<file path="src/rtl/fpc_pkg.sv">
package fpc_pkg;
   typedef enum logic [2:0] {
      CSR_STATUS = 3'd0,
      CSR_ID     = 3'd1,
      CSR_CMD    = 3'd2,
      CSR_ISR    = 3'd3,
      CSR_IMR    = 3'd4,
      CSR_CSEL   = 3'd5
   } csr_word_e;

   localparam logic [7:0] OP_BULK = 8'd1;
   localparam logic [7:0] OP_SECT = 8'd2;
   localparam logic [7:0] OP_PROT = 8'd3;

   function automatic logic [31:0] status_word(input logic [3:0] bp, input logic tb);
      status_word = {25'd0, bp[3], tb, bp[2:0], 2'b00};
   endfunction
endpackage

</file>
<file path="src/rtl/fpc_lockmap.sv">
module fpc_lockmap #(
   parameter int SEC_W = 3,
   localparam int NSEC = 1 << SEC_W
) (
   input  logic [3:0]      bp,
   input  logic            tb,
   output logic [NSEC-1:0] lock_map
);
   logic [SEC_W:0] run_len;

   always_comb begin
      if (bp == 4'd0)
         run_len = '0;
      else if (32'(bp) - 32'd1 >= 32'(SEC_W))
         run_len = (SEC_W+1)'(NSEC);
      else
         run_len = (SEC_W+1)'(1) << (bp - 4'd1);
   end

   for (genvar g = 0; g < NSEC; g++) begin : g_sec
      if (g == 0) begin : g_first
         assign lock_map[g] = tb ? (run_len != '0) : (run_len == (SEC_W+1)'(NSEC));
      end else begin : g_rest
         assign lock_map[g] = tb ? (run_len > (SEC_W+1)'(g))
                                 : ((SEC_W+1)'(g) >= (SEC_W+1)'(NSEC) - run_len);
      end
   end
endmodule

</file>
<file path="src/rtl/fpc_irq.sv">
module fpc_irq (
   input  logic       clk,
   input  logic       rst_n,
   input  logic       set_erase,
   input  logic       set_write,
   input  logic       clr_we,
   input  logic [1:0] clr_bits,
   input  logic       mask_we,
   input  logic [1:0] mask_bits,
   output logic [1:0] flags,
   output logic [1:0] mask,
   output logic       irq
);
   logic [1:0] clr_eff;
   assign clr_eff = clr_we ? clr_bits : 2'b00;

   always_ff @(posedge clk or negedge rst_n) begin
      if (!rst_n) begin
         flags <= 2'b00;
         mask  <= 2'b00;
      end else begin
         flags <= (flags & ~clr_eff) | {set_write, set_erase};
         if (mask_we) mask <= mask_bits;
      end
   end

   assign irq = |(flags & mask);

   AST_FLAG_STICKY: assert property (@(posedge clk) disable iff (!rst_n)
      (flags[0] && !clr_eff[0]) |=> flags[0]);
   AST_SET_WINS: assert property (@(posedge clk) disable iff (!rst_n)
      set_write |=> flags[1]);
endmodule

</file>
<file path="src/rtl/flash_prot_ctrl.sv">
module flash_prot_ctrl #(
   parameter logic [7:0] ID_CODE  = 8'h19,
   parameter int         SEC_LOG2 = 16,
   parameter int         CS_W     = 3,
   localparam int ADDR_W = int'(ID_CODE) - 6,
   localparam int SEC_W  = ADDR_W - SEC_LOG2,
   localparam int NSEC   = 1 << SEC_W
) (
   input  logic              clk,
   input  logic              rst_n,
   input  logic              csr_sel,
   input  logic              csr_we,
   input  logic [2:0]        csr_addr,
   input  logic [31:0]       csr_wdata,
   output logic [31:0]       csr_rdata,
   input  logic              req_valid,
   input  logic              req_erase,
   input  logic [ADDR_W-1:0] req_addr,
   output logic              fwd_valid,
   output logic              fwd_erase,
   output logic [ADDR_W-1:0] fwd_addr,
   output logic              cmd_sector_go,
   output logic [SEC_W-1:0]  cmd_sector_idx,
   output logic              cmd_bulk_go,
   output logic [CS_W-1:0]   chip_sel,
   output logic              irq
);
   import fpc_pkg::*;

   initial begin
      assert (SEC_W >= 1 && SEC_W <= 4) else $error("sector count out of range");
      assert (CS_W >= 1 && CS_W <= 32) else $error("chip select width out of range");
   end

   logic [3:0]      bp_q;
   logic            tb_q;
   logic [CS_W-1:0] cs_q;
   logic [NSEC-1:0] lock_map;
   logic [1:0]      flags, mask;

   logic wr_any, cmd_wr;
   logic [7:0] op;
   logic [SEC_W-1:0] req_sec, cmd_sec;
   logic req_lock, cmd_lock, bad_erase, bad_write;
   logic unused_wd;

   assign wr_any   = csr_sel && csr_we;
   assign cmd_wr   = wr_any && (csr_addr == CSR_CMD);
   assign op       = csr_wdata[7:0];
   assign req_sec  = req_addr[ADDR_W-1:SEC_LOG2];
   assign cmd_sec  = csr_wdata[8 +: SEC_W];
   assign req_lock = lock_map[req_sec];
   assign cmd_lock = lock_map[cmd_sec];
   assign unused_wd = ^csr_wdata;

   assign bad_write = req_valid && !req_erase && req_lock;
   assign bad_erase = (req_valid && req_erase && req_lock)
                    || (cmd_wr && op == OP_SECT && cmd_lock)
                    || (cmd_wr && op == OP_BULK && bp_q != 4'd0);

   fpc_lockmap #(.SEC_W(SEC_W)) u_map (
      .bp(bp_q), .tb(tb_q), .lock_map(lock_map));

   fpc_irq u_irq (
      .clk(clk), .rst_n(rst_n),
      .set_erase(bad_erase), .set_write(bad_write),
      .clr_we(wr_any && csr_addr == CSR_ISR), .clr_bits(csr_wdata[1:0]),
      .mask_we(wr_any && csr_addr == CSR_IMR), .mask_bits(csr_wdata[1:0]),
      .flags(flags), .mask(mask), .irq(irq));

   always_ff @(posedge clk or negedge rst_n) begin
      if (!rst_n) begin
         bp_q           <= '0;
         tb_q           <= 1'b0;
         cs_q           <= '0;
         fwd_valid      <= 1'b0;
         fwd_erase      <= 1'b0;
         fwd_addr       <= '0;
         cmd_sector_go  <= 1'b0;
         cmd_sector_idx <= '0;
         cmd_bulk_go    <= 1'b0;
      end else begin
         if (cmd_wr && op == OP_PROT) begin
            bp_q <= csr_wdata[11:8];
            tb_q <= csr_wdata[12];
         end
         if (wr_any && csr_addr == CSR_CSEL) cs_q <= csr_wdata[CS_W-1:0];
         fwd_valid      <= req_valid && !req_lock;
         fwd_erase      <= req_erase;
         fwd_addr       <= req_addr;
         cmd_sector_go  <= cmd_wr && op == OP_SECT && !cmd_lock;
         cmd_sector_idx <= cmd_sec;
         cmd_bulk_go    <= cmd_wr && op == OP_BULK && bp_q == 4'd0;
      end
   end

   assign chip_sel = cs_q;

   always_comb begin
      case (csr_addr)
         CSR_STATUS: csr_rdata = status_word(bp_q, tb_q);
         CSR_ID:     csr_rdata = {24'd0, ID_CODE};
         CSR_ISR:    csr_rdata = {30'd0, flags};
         CSR_IMR:    csr_rdata = {30'd0, mask};
         CSR_CSEL:   csr_rdata = 32'(cs_q);
         default:    csr_rdata = 32'd0;
      endcase
   end

   AST_LOCKED_DROP: assert property (@(posedge clk) disable iff (!rst_n)
      (req_valid && req_lock) |=> !fwd_valid);
   AST_BULK_GATE: assert property (@(posedge clk) disable iff (!rst_n)
      (cmd_wr && op == OP_BULK && bp_q != 4'd0) |=> !cmd_bulk_go);
   AST_PROT_UPDATE: assert property (@(posedge clk) disable iff (!rst_n)
      (cmd_wr && op == OP_PROT) |=> (bp_q == $past(csr_wdata[11:8]) && tb_q == $past(csr_wdata[12])));
   AST_SECT_GATE: assert property (@(posedge clk) disable iff (!rst_n)
      (cmd_wr && op == OP_SECT && cmd_lock) |=> !cmd_sector_go);
endmodule

</file>
<file path="config.mk">
export PLATFORM = sky130hd
export DESIGN_NAME = flash_prot_ctrl
export DESIGN_NICKNAME = d
export VERILOG_FILES = /design/src/rtl/fpc_pkg.sv /design/src/rtl/fpc_lockmap.sv /design/src/rtl/fpc_irq.sv /design/src/rtl/flash_prot_ctrl.sv
export SDC_FILE = /design/constraint.sdc
export NUM_CORES = 1
export LEC_CHECK = 0
export BUFFER_PORTS_ARGS = -buffer_cell sky130_fd_sc_hd__clkbuf_2
export CAP_MARGIN = 20
export CORE_ASPECT_RATIO = 1.1
export CORE_UTILIZATION = 45
export DETAILED_ROUTE_END_ITERATION = 10
export PLACE_DENSITY = 0.88
export SYNTH_ARGS = -nofsm -noshare
export SYNTH_HDL_FRONTEND = slang
export SYNTH_SLANG_ARGS = --single-unit
</file>
<file path="constraint.sdc">
create_clock -name clk -period 3.5 [get_ports clk]
set_input_delay 0.175 -clock clk [delete_from_list [all_inputs] [get_ports clk]]
set_output_delay 0.175 -clock clk [all_outputs]
set_load 0.01 [all_outputs]
</file>
## Word level (Yosys, flattened, before mapping)

Index checks and enable logic that the tools add are counted.

| word-level totals | value |
|---|---|
| register bits after elaboration | 38 |
| output and inout bits | 62 |

| cells by class | value |
|---|---|
| add/subtract/negate cells | 3 |
| $lt $le $gt $ge | 17 |
| equality and inequality tests | 9 |
| shifts and indexed selects | 1 |
| muxes and demuxes | 16 |
| bitwise logic cells | 4 |
| reductions and logical operators | 27 |

Operator list:

| cell | count |
|---|---|
| 7-bit one-hot mux with 5 select lines | 1 |
| 32-bit by 2-bit >= comparator with 1-bit output, second input constant | 1 |
| 1-bit logical AND | 17 |
| 8-bit by 2-bit equality test with 1-bit output, second input constant | 2 |
| 3-bit by 4-bit >= comparator with 1-bit output, first input constant | 4 |
| 4-bit by 3-bit > comparator with 1-bit output, second input constant | 4 |
| 1-bit two-way mux | 10 |
| 8-bit by 1-bit equality test with 1-bit output, second input constant | 1 |
| 2-bit by 4-bit >= comparator with 1-bit output, first input constant | 2 |
| 4-bit by 2-bit > comparator with 1-bit output, second input constant | 2 |
| 3-bit by 4-bit less-than comparator with 1-bit output, second input constant | 2 |
| 4-bit two-way mux | 2 |
| 4-bit nonzero test | 2 |
| 1-bit binary-select mux with 3-bit select | 2 |
| 3-bit by 2-bit equality test with 1-bit output, second input constant | 2 |
| 3-bit equality test, second input constant | 2 |
| 4-bit by 1-bit subtractor with 5-bit output, second input constant | 1 |
| 2-bit AND | 2 |
| 4-bit equality test, second input constant | 1 |
| 1-bit by 4-bit >= comparator with 1-bit output, first input constant | 1 |
| 4-bit by 1-bit > comparator with 1-bit output, second input constant | 1 |
| 4-bit logical NOT | 1 |
| 1-bit by 4-bit << shifter with 4-bit output, first input constant | 1 |
| 4-bit by 1-bit subtractor with 4-bit output, second input constant | 1 |
| other kinds (9) | 12 |

## Longest topological paths before layout

Gate-level depths: netlist of run 1.

| depth | value |
|---|---|
| depth after elaboration | 13 |
| gate-level depth with buffers | 15 |
| mapped depth without buffers | 13 |

## By module

Synthesis of run 1 repeated with hierarchy kept, for this count alone.

| unflattened totals | value |
|---|---|
| cells, all modules | 211 |
| area total of the unflattened synthesis | 2192.1 µm² |

By module, submodules not included:

| module | instances | cells each | area an instance (µm²) | seq. area each (µm²) |
|---|---|---|---|---|
| flash_prot_ctrl | 1 | 127 | 1540.2 | 850.8 |
| fpc_lockmap | 1 | 73 | 490.5 | 0.0 |
| fpc_irq | 1 | 11 | 161.4 | 100.1 |

## Worst setup path before layout of run 1

No wires, ideal clock.

| timing | value |
|---|---|
| kind | reg-to-reg |
| from | register bp_q[0] |
| to | register u_irq.flags[0] |
| library setup time | 64 ps |
| arrival time | 2944 ps |
| slack | 492 ps |
| cell stages (with the launch flop) | 14 |
| buffers on the path | 2 |
| cells stage by stage | dfrtp_1 buf_6 inv_1 ha_1 buf_6 o41ai_1 nand3_1 ha_1 nor3_1 a31oi_1 a311oi_1 o32ai_1 a221oi_1 a211o_1 |

| between the ends | value |
|---|---|
| cells in the longest elaborated chain, start to end | 13 |
| elaborated cells between the ends (all ways) | 43 |
| those cells by class | add/sub: 3; order compare: 15; eq/ne: 1; shift: 1; mux: 14; bitwise: 1; reduce/logical: 8 |

RTL lines:

| item | RTL line | source |
|---|---|---|
| start, declared | flash_prot_ctrl.sv:35 | `logic [3:0] bp_q;` |
| start signal, assigned | flash_prot_ctrl.sv:84 | `bp_q <= csr_wdata[11:8];` |
| 4-bit by 1-bit subtractor with 5-bit output or 4-bit by 1-bit subtractor with 4-bit output (tied branches) | fpc_lockmap.sv:14, fpc_lockmap.sv:17 |  |
| 32-bit by 2-bit >= comparator with 1-bit output or 1-bit by 4-bit << shifter with 4-bit output (tied branches) | fpc_lockmap.sv:14, fpc_lockmap.sv:17 |  |
| 4-bit two-way mux | fpc_lockmap.sv:14 | `else if (32'(bp) - 32'd1 >= 32'(SEC_W))` |
| 4-bit two-way mux | fpc_lockmap.sv:12 | `if (bp == 4'd0)` |
| 4-bit subtractor | fpc_lockmap.sv:25 | `: ((SEC_W+1)'(g) >= (SEC_W+1)'(NSEC) - run_len);` |
| 1-bit by 4-bit >= comparator with 1-bit output (tied with other cells) | fpc_lockmap.sv:25 |  |
| 1-bit two-way mux | fpc_lockmap.sv:24 | `assign lock_map[g] = tb ? (run_len > (SEC_W+1)'(g))` |
| 1-bit binary-select mux with 3-bit select (on tied branches) | flash_prot_ctrl.sv:52, flash_prot_ctrl.sv:53 |  |
| 1-bit two-way mux (on tied branches) | flash_prot_ctrl.sv:52, flash_prot_ctrl.sv:53 |  |
| 1-bit logical AND (on tied branches) | flash_prot_ctrl.sv:57, flash_prot_ctrl.sv:58 |  |
| 1-bit logical OR | flash_prot_ctrl.sv:58 | `\|\| (cmd_wr && op == OP_SECT && cmd_lock)` |
| 1-bit logical OR (*) | flash_prot_ctrl.sv:59 | `\|\| (cmd_wr && op == OP_BULK && bp_q != 4'd0);` |
| 2-bit OR (*) | fpc_irq.sv:22 | `flags <= (flags & ~clr_eff) \| {set_write, set_erase};` |
| end signal, assigned | fpc_irq.sv:22 |  |
| end, declared | fpc_irq.sv:10 | `output logic [1:0] flags,` |

Mark *: on every way between the ends. The rest lies on a longest branch, timed or not. The select of a mux whose other input is x is not followed.
A chain may end at the register's enable or synchronous reset.

## Worst setup path in the final report of run 1

| timing | value |
|---|---|
| from | register bp_q[1] |
| to | register u_irq.flags[0] |

The elaborated chain is that of the path after synthesis.

==> results of run 1 <==
## through the flow
stage	setup slack, ns	hold slack [ns]
after CTS	0.2786	0.009372
after floorplan	0.4921	-0.1206
after detailed placement	0.2901	0.2846
final	0.3962	0.0005642
after global placement	0.4233	0.2831
after global routing	0.1020	0.02453
## cells by family (layout without fill, tap and decap cells)
group / after synthesis / in the layout / share of synthesized area
other: 1 / 25 / 0.001665
xor gates and xnor gates: 2 / 2 / 0.007779
muxes: 11 / 11 / 0.05445
and+or+nand+nor: 84 / 84 / 0.2194
buffers and inverters: 41 / 117 / 0.1278
adders and majority gates: 7 / 7 / 0.03889
DFF: 38 / 38 / 0.4222
AOI/OAI and AO/OA: 36 / 36 / 0.1278
## how the worst max path moves through the flow
stage / from / to / slack [ns] / cells past startpoint
2_1_floorplan: bp_q[0] / u_irq.flags[0] / 0.49 / 13
3_3_place_gp: bp_q[1] / u_irq.flags[0] / 0.42 / 12
3_5_place_dp: bp_q[1] / u_irq.flags[0] / 0.29 / 12
4_1_cts: bp_q[1] / u_irq.flags[0] / 0.28 / 12
5_1_grt: bp_q[1] / u_irq.flags[0] / 0.10 / 12
6_report: bp_q[1] / u_irq.flags[0] / 0.40 / 12
## registers in the layout, indices dropped and copies added (netlist names)
name            cells
bp_q                4
cmd_sector_go       1
cmd_sector_idx      3
fwd_valid           1
u_irq.flags         2
cmd_bulk_go         1
fwd_erase           1
tb_q                1
chip_sel            3
fwd_addr           19
u_irq.mask          2
## cell type report
cell class / instances / area (um2)
Fill cell: 379 / 1800
Multi-Input combinational cell: 165 / 1109
Clock inverter: 3 / 68.82
Inverter: 8 / 30.03
Clock buffer: 5 / 68.82
Timing Repair Buffer: 101 / 618.1
Tap cell: 56 / 70.07
Sequential cell: 38 / 952.2
## worst max-delay path, delay by kind of cell (launching register included)
family          cells  cell delay, ns
fa+ha+maj           2            0.61
compound gates      6            1.44
buf+inv             2            0.26
simple gates        2            0.39
flops               1            0.35
## power by group through the flow
stage | Sequential [mW] | Combinational [mW] | Clock (mW)
2_1_floorplan | 0.505 | 0.0882 | 0
3_3_place_gp | 0.495 | 0.151 | 0
3_5_place_dp | 0.496 | 0.155 | 0
4_1_cts | 0.487 | 0.170 | 0.452
5_1_grt | 0.492 | 0.186 | 0.475
6_report | 0.488 | 0.170 | 0.448
## cells in the mapped netlist (3+ instances only)
library cell / instances
dfrtp_1: 38
buf_4: 25
nor2_1: 18
mux2_2: 10
nand3_1: 9
inv_1: 8
nand2_1: 8
ha_1: 7
nor3_1: 7
nand3b_1: 6
o21ai_0: 6
nor3b_1: 5
nor4_1: 5
or3_1: 5
a21oi_1: 4
buf_6: 4
nand2b_1: 4
and2_1: 3
clkbuf_1: 3
## per-layer routing
metal	vias to the layer above	part of all wire
met3	9	0.080
met2	102	0.49
li1	938	-
met4	0	0.016
met1	936	0.41
met5	-	0
## repair_timing
action,in CTS,in global routing
endpoints found under the hold margin,16,0
gates resized for setup,0,2
endpoints found under the setup margin,0,2
hold buffers,16,0
==> flow_summary.toml, run 1 <==
[logic_synthesis]
avgSynthCellArea_um2 = 10.24
ys_warn_count = 0
synth_area_leaders = "dfrtp_1, buf_4, mux2_2"
synth-seq-cells = 38
synth_top_cell_by_area = "dfrtp_1"
synth_seq_area_share = 0.4222
syn_area_mm2 = 0.002252
syn_inst = 220
synth-async-reset-ratio = 1.000
netlist.area_leader.share = 0.4222
synthDistinctLibCells = 56
yosys_most_used_dff = "dfrtp_1"
synth_edf_count = 0

[route]
wirelength_um = 5401
viasPerCell = 5.279
drt_first_pass_iters = 4
drt-wirelength-per-cell_um = 14.36
drc = 0
dr.first_iter.drc_count = 109
vias = 1985
antenna_left = 0

[power]
power_mw = 1.106
comb_power_share = 0.154
sequentialPowerShare = 0.441
switching_share = 0.2454
p_int_uw = 834.7
power_frac_clock = 0.405
vdd_drop_max_mv = 0.1891
p_switching_uw = 271.4
leakagePower_nw = 1.431
power_density_mw_per_mm2 = 379.2

[clock_network]
numCtsBuffers = 5
clkSlewWorstSetupHoldPaths_ns = 0.08
cts_tree = "built"
post-cts-setup-buffers = 0
clock-root-buffer = "clkbuf_8"
htreeDepth = 2
cts_sinks = 38
clock_latency_ns = 0.29
clockBufferDepth = 2

[place]
dp_cells = 352
placed_area_mm2 = 0.002613
port_buffers = 77
dp_hpwl_um = 3846
gp_congestion = 0.8822

[global_routing]
grt_usage = 0.2203
grt_use_met3 = 0.05026
busiest_layer = "met2"
grt_pass1_wl_um = 9246
grt_antenna_before_repair = 0
grt_overflow_total = 0
grt_pass1_vias = 1898
use_met2 = 0.3845
grt_use_met1 = 0.2700
grt_start_max_net_pins = 39

[worst_setup_path]
crit_fanout = 3
start_kind = "flop"
cp-end-kind = "flop"
cpMaxStageDelayCell = "o41ai_1"
cp.required_ns = 3.74
reg2reg_to = "u_irq.flags[0]"
path_cells = "inv_1, ha_1, o41ai_1, buf_4, nand3_1, ha_1, nor3_2, a31oi_1, a311oi_1, o32ai_1, a221oi_1, a211o_1"
critPathMaxStageDelay_ns = 0.39
crit_arrival_ns = 3.34
rr_startpoint = "bp_q[1]"
worst_r2r_path_depth = 12
crit_type = "flop to flop"
crit_top_cell = "ha_1"
r2r_slack_ns = 0.40

[outcome]
status = "complete, no violations"

[sta]
clock_skew_ns = 0.009653
finalCriticalPeriod_ns = 3.104
fmax_mhz = 322.2
worstMarginPinSlew_ns = 0.8984
fin_tns_setup_ns = 0
finalMaxSlewViolations = 0
rsz0062_at_grt = "no"
report.final.setup_viol = 0
hold_viol = 0
period_share = 0.8868
max_slew_margin = 0.4011

[die]
die_h_um = 76.20
rows = 26
core_mm2 = 0.004717
die_w_um = 69.45
start_util = 0.4775
io_pins = 122
die-area_mm2 = 0.005292

[final_layout]
final_cell_mix = "clkbuf_2, dfrtp_1, conb_1"
utilization = 0.6183
final_common_cell = "clkbuf_2"
finalNetCount = 386
synthToLayoutAreaGrowth_pct = 29.50
antenna_cells = 0
drive_gt1_frac = 0.3563
stdcell_count = 376
final_area_mm2 = 0.002917

[min_path]
min_path_type = "input port to async pin"

[job]
cap_violations = 0
No activity file was read; power rests on OpenSTA's default activity.
==> run 2: changes to the inputs <==
==> constraint.sdc (replaced) <==
create_clock -name clk -period 3 [get_ports clk]
set_input_delay 0.15 -clock clk [delete_from_list [all_inputs] [get_ports clk]]
set_output_delay 0.15 -clock clk [all_outputs]
set_load 0.01 [all_outputs]
==> flow_summary.toml, run 2 (synthesized netlist as in run 1, its figures left out) <==
[worst_setup_path]
endpoint = "u_irq.flags[0]"
crit_type = "flop to flop"
r2r_slack_ns = 0.02
start_kind = "flop"
cp.required_ns = 3.24
cp-end-kind = "flop"
rr_startpoint = "bp_q[0]"
startpoint = "bp_q[0]"
reg2reg_to = "u_irq.flags[0]"
worst_r2r_path_depth = 11
crit_arrival_ns = 3.23
crit_fanout = 8

[place]
dp_hpwl_um = 3992
port_buffers = 77
gp_congestion = 0.8773
dp_cells = 365
post-place-ws_ns = -0.05036

[final_layout]
fillers = 351
synthToLayoutAreaGrowth_pct = 38.72
antenna_cells = 0
regMostFlops = "fwd_addr"
drive_gt1_frac = 0.4154
finalNetCount = 403
final_cell_mix = "clkbuf_2, dfrtp_1, conb_1"
top_regs = "fwd_addr: 19 flops, bp_q: 4 flops"
final_common_cell = "clkbuf_2"
largest_register_ffs = 19
stdcell_count = 393

[min_path]
min_path_type = "input port to async pin"

[sta]
fin_hold_ws_ns = -0.02902
report.final.setup_viol = 0
rsz0062_at_grt = "yes"
period_share = 0.9942
fin_tns_setup_ns = 0
worstMarginPinSlew_ns = 0.9072
hold_viol = 38
finalMaxSlewViolations = 0
fmax_mhz = 335.3
fin_ws_ns = 0.01736
finalCriticalPeriod_ns = 2.983
clock_skew_ns = 0.005054
max_slew_margin = 0.3952

[global_routing]
grt_usage = 0.2244
grt_overflow_total = 0
grt_pass1_wl_um = 9370
grt_pass1_vias = 2020
grt_start_max_net_pins = 39
grt_antenna_before_repair = 0

[route]
antenna_left = 0
drt_first_pass_iters = 4
wl_met1_um = 2355
dr.first_iter.drc_count = 125
drt-wirelength-per-cell_um = 15.14
dr_wl_met2_um = 2980
viasPerCell = 5.344
topRoutingLayerUsed = "met4"
vias = 2100
wl_met3_um = 504
wirelength_um = 5951
drc = 0

[clock_network]
numCtsBuffers = 5
cts_tree = "built"
cts_sinks = 38
clockBufferDepth = 2
clock_latency_ns = 0.30
htreeDepth = 2
clock-root-buffer = "clkbuf_8"
clkSlewWorstSetupHoldPaths_ns = 0.08

[power]
leakagePower_nw = 1.527
power_density_mw_per_mm2 = 416.9
vdd_drop_max_mv = 0.2376
power_mw = 1.302

[die]
start_util = 0.4775
die-area_mm2 = 0.005292
io_pins = 122
die_h_um = 76.20
rows = 26
die_w_um = 69.45
core_mm2 = 0.004717

[job]
cap_violations = 0

[outcome]
status = "complete, but fails checks"
violations = "negative hold slack"
[run 2: changes by cell type in the layout (fill, tap and decap cells not counted), moves of 2 or more]
cell	before	now
buf_4	7	20
buf_6	0	4
ha_1	7	5
ha_4	0	2
inv_1	8	6
inv_2	0	2
[run 2: layout make-up]
cell class	instances	area, um2	share of cell area
multi-input cells	165	1185	0.3793
flip-flops and latches	38	950.9	0.3044
repair buffers	118	750.7	0.2403
well taps	56	70.07	0.02243
clock buffers	5	68.82	0.02203
clock inverters	3	68.82	0.02203
inverters	8	30.03	0.009612
[run 2: worst min-delay path by stage]
stage / endpoint / slack [ns]
3_5_place_dp: fwd_addr[7] / 0.26
4_1_cts: fwd_addr[17] / 0.005
3_3_place_gp: fwd_addr[2] / 0.26
2_1_floorplan: bp_q[0] / -0.15
6_report: fwd_addr[17] / -0.03
5_1_grt: fwd_erase / 0.001
[run 2: power breakdown]
group          switching, mW  internal, mW  total (mW)
Combinational          0.110        0.0953       0.205
Clock                  0.194         0.333       0.527
Sequential            0.0216         0.549       0.570
Total                  0.325         0.977        1.30
[run 2: metrics by stage]
step | util | area, um2
2_1_floorplan | - | 2342
3_3_place_gp | 0.5719 | 2698
4_1_cts | 0.6387 | 3013
5_1_grt | 0.6623 | 3124
6_report | 0.6623 | 3124
3_5_place_dp | 0.5719 | 2698
[run 2: per-layer routing]
layer | vias up | GRT usage
met2 | 119 | 0.3718
met5 | - | 0
met1 | 997 | 0.2721
li1 | 972 | -
met4 | 0 | 0.09796
met3 | 12 | 0.06085
[run 2: repair_timing]
item | CTS | global route
hold buffers | 17 | 0
setup buffers | 0 | 3
hold endpoints to repair | 17 | 0
resized for setup | 1 | 18
pin swaps | 0 | 9
setup endpoints to repair | 4 | 4
[run 2: critical path, cell delays in order, from the launching register on]
cell	delay (ns)
dfrtp_1	0.40
buf_6	0.14
o21a_1	0.21
o41ai_4	0.37
nand3_2	0.16
ha_1	0.36
nor3_2	0.23
a31oi_1	0.14
a311oi_1	0.32
o32ai_2	0.19
a221oi_2	0.27
a211o_1	0.13
==> run 3: changes to the inputs <==
--- a/config.mk
+++ b/config.mk
@@ -8,9 +8,11 @@
 export BUFFER_PORTS_ARGS = -buffer_cell sky130_fd_sc_hd__clkbuf_2
 export CAP_MARGIN = 20
 export CORE_ASPECT_RATIO = 1.1
-export CORE_UTILIZATION = 45
+export CORE_UTILIZATION = 44
 export DETAILED_ROUTE_END_ITERATION = 10
-export PLACE_DENSITY = 0.88
+export PLACE_DENSITY = 0.85
+export SETUP_SLACK_MARGIN = 0.5
 export SYNTH_ARGS = -nofsm -noshare
 export SYNTH_HDL_FRONTEND = slang
+export SYNTH_HIERARCHICAL = 1
 export SYNTH_SLANG_ARGS = --single-unit
==> flow_summary.toml, run 3 <==
[power]
vdd_drop_max_mv = 0.1886
leakagePower_nw = 1.607
power_density_mw_per_mm2 = 420.6

[global_routing]
grt_usage = 0.2591
grt_pass1_vias = 2162
grt_overflow_total = 0
grt_antenna_before_repair = 0
grt_pass1_wl_um = 10670
grt_start_max_net_pins = 39

[final_layout]
fillers = 292
largest_register_ffs = 19
finalNetCount = 405
antenna_cells = 0
synthToLayoutAreaGrowth_pct = 45.55
stdcell_count = 394
drive_gt1_frac = 0.4793
final_common_cell = "clkbuf_2"
utilization = 0.6764
regMostFlops = "fwd_addr"
final_area_mm2 = 0.003191
top_regs = "fwd_addr: 19 flops, bp_q: 4 flops"
final_cell_mix = "clkbuf_2, dfrtp_1, buf_4"

[logic_synthesis]
ys_warn_count = 6
synth_area_leaders = "dfrtp_1, buf_4, mux2_2"
synth_edf_count = 0
synth-seq-cells = 38
avgSynthCellArea_um2 = 10.39
synth-async-reset-ratio = 1.000
synth_seq_area_share = 0.4338
syn_inst = 211
synth_common_cells = "dfrtp_1, buf_4, nand2_1, nor2_1, inv_1"
yosys_most_used_dff = "dfrtp_1"
syn_area_mm2 = 0.002192
synth_top_cell_by_area = "dfrtp_1"
synthDistinctLibCells = 51
synth.most_common_cell = "dfrtp_1"
netlist.area_leader.share = 0.4338

[die]
io_pins = 122
die-area_mm2 = 0.005269
core_mm2 = 0.004717
die_w_um = 69.30
die_h_um = 76.03
rows = 26
start_util = 0.4647

[route]
wirelength_um = 7041
viasPerCell = 5.497
vias = 2166
drt_first_pass_iters = 6
antenna_left = 0
dr.first_iter.drc_count = 240
drt-wirelength-per-cell_um = 17.87
drc = 0

[sta]
finalMaxSlewViolations = 0
hold_viol = 0
fin_hold_ws_ns = 0.01231
report.final.setup_viol = 4
worstMarginPinSlew_ns = 0.9268
period_share = 1.140
fin_ws_ns = -0.4210
max_slew_margin = 0.3821
finalCriticalPeriod_ns = 3.421
rsz0062_at_grt = "yes"
clock_skew_ns = 0.004147
fmax_mhz = 292.3
fin_tns_setup_ns = -1.089

[clock_network]
clkSlewWorstSetupHoldPaths_ns = 0.08
clock-root-buffer = "clkbuf_8"
htreeDepth = 2
numCtsBuffers = 5
cts_tree = "built"
clock_latency_ns = 0.30
clockBufferDepth = 2
cts_sinks = 38

[worst_setup_path]
worst_r2r_path_depth = 18
cp-end-kind = "flop"
r2r_slack_ns = -0.42
start_kind = "flop"
cp.required_ns = 3.19
rr_startpoint = "bp_q[0]"
crit_arrival_ns = 3.61
crit_type = "flop to flop"
reg2reg_to = "u_irq/flags[0]"
crit_fanout = 6

[outcome]
status = "complete, but fails checks"
violations = "negative setup slack"

[place]
placed_area_mm2 = 0.002724
gp_congestion = 0.8954
dp_cells = 360
port_buffers = 77
dp_hpwl_um = 4101

[min_path]
hold_depth = 1
worstHoldStart = "req_erase"
holdPathEnd = "fwd_erase"
min_path_type = "input port to flop"

[job]
cap_violations = 0
run 3: cell count changes in the layout (fill, tap and decap cells not counted), moves of 3 or more:
cell	before	now
buf_4	20	32
buf_6	4	1
mux2_4	0	3
mux2i_1	1	4
nand2_1	8	14
nand2b_1	4	0
nand4b_1	1	4
nor2_1	18	12
nor3b_1	5	1
nor4_1	5	1
o21ai_0	6	3
or3_1	5	1
run 3: area by class of cell:
cell class	instances	area (um2)	area share
Clock inverter	2	60.06	0.01882
Inverter	10	37.54	0.01176
Tap cell	56	70.07	0.02196
Clock buffer	6	82.58	0.02588
Timing Repair Buffer	127	807.0	0.2529
Multi-Input combinational cell	155	1181	0.3702
Sequential cell	38	952.2	0.2984
run 3: where the power goes:
| group | leakage, nW | internal [mW] | switching [mW] | total, mW |
|---|---|---|---|---|
| sequential | 0.458 | 0.549 | 0.0273 | 0.577 |
| clock | 0.0714 | 0.355 | 0.192 | 0.547 |
| combinational | 1.08 | 0.101 | 0.117 | 0.218 |
| total | 1.61 | 1.01 | 0.337 | 1.34 |
run 3: worst max path at each step:
stage / start / to / slack (ns)
finish: bp_q[0] / u_irq/flags[0] / -0.42
global route: bp_q[0] / u_irq/flags[0] / -0.56
CTS: bp_q[0] / u_irq/flags[0] / -0.26
detailed placement: bp_q[0] / u_irq/flags[0] / -0.45
global placement: bp_q[0] / u_irq/flags[0] / -0.29
floorplan: bp_q[0] / u_irq/flags[0] / -0.41
run 3: metal layers:
layer	global-route usage	routed length (um)	share of wire
met3	0.06217	541	0.077
met2	0.4650	3695	0.52
met5	0	0	0
met1	0.2741	2450	0.35
met4	0.1469	354	0.050
run 3: timing repair:
item / CTS / global route
setup endpoints to repair: 4 / 4
buffers inserted: 5 / 4
endpoints found under the hold margin: 34 / 0
gates resized for setup: 7 / 10
pin swaps: 13 / 12
hold buffers: 17 / 0
run 3: logic make-up (layout without fill, tap and decap cells):
family / after synthesis / in the layout / share of synthesized area
muxes: 17 / 17 / 0.09875
AOI/OAI and AO/OA: 29 / 29 / 0.09132
other: 1 / 25 / 0.001711
xor gates and xnor gates: 2 / 2 / 0.01142
adders and majority gates: 8 / 8 / 0.04566
and+or+nand+nor: 74 / 74 / 0.2009
buffers and inverters: 42 / 145 / 0.1164
DFF: 38 / 38 / 0.4338
run 3: critical path: stages, from the launching register on:
cell      delay [ns]
dfrtp_2         0.41
inv_2           0.09
ha_4            0.14
buf_4           0.15
nand2_1         0.10
o21ai_2         0.09
a21oi_2         0.08
nand3b_1        0.21
buf_4           0.19
buf_6           0.13
ha_4            0.26
nor3_2          0.05
a21oi_2         0.16
o211ai_1        0.12
mux4_2          0.51
mux2_4          0.30
nand4b_1        0.10
nand3_1         0.08
a21o_1          0.15
run 3: through the flow:
stage / setup WS (ns) / total power [mW]
global placement: -0.2915 / 0.7603
CTS: -0.2607 / 1.320
global route: -0.5555 / 1.380
floorplan: -0.4128 / 0.6973
detailed placement: -0.4463 / 0.7668
finish: -0.4210 / 1.342
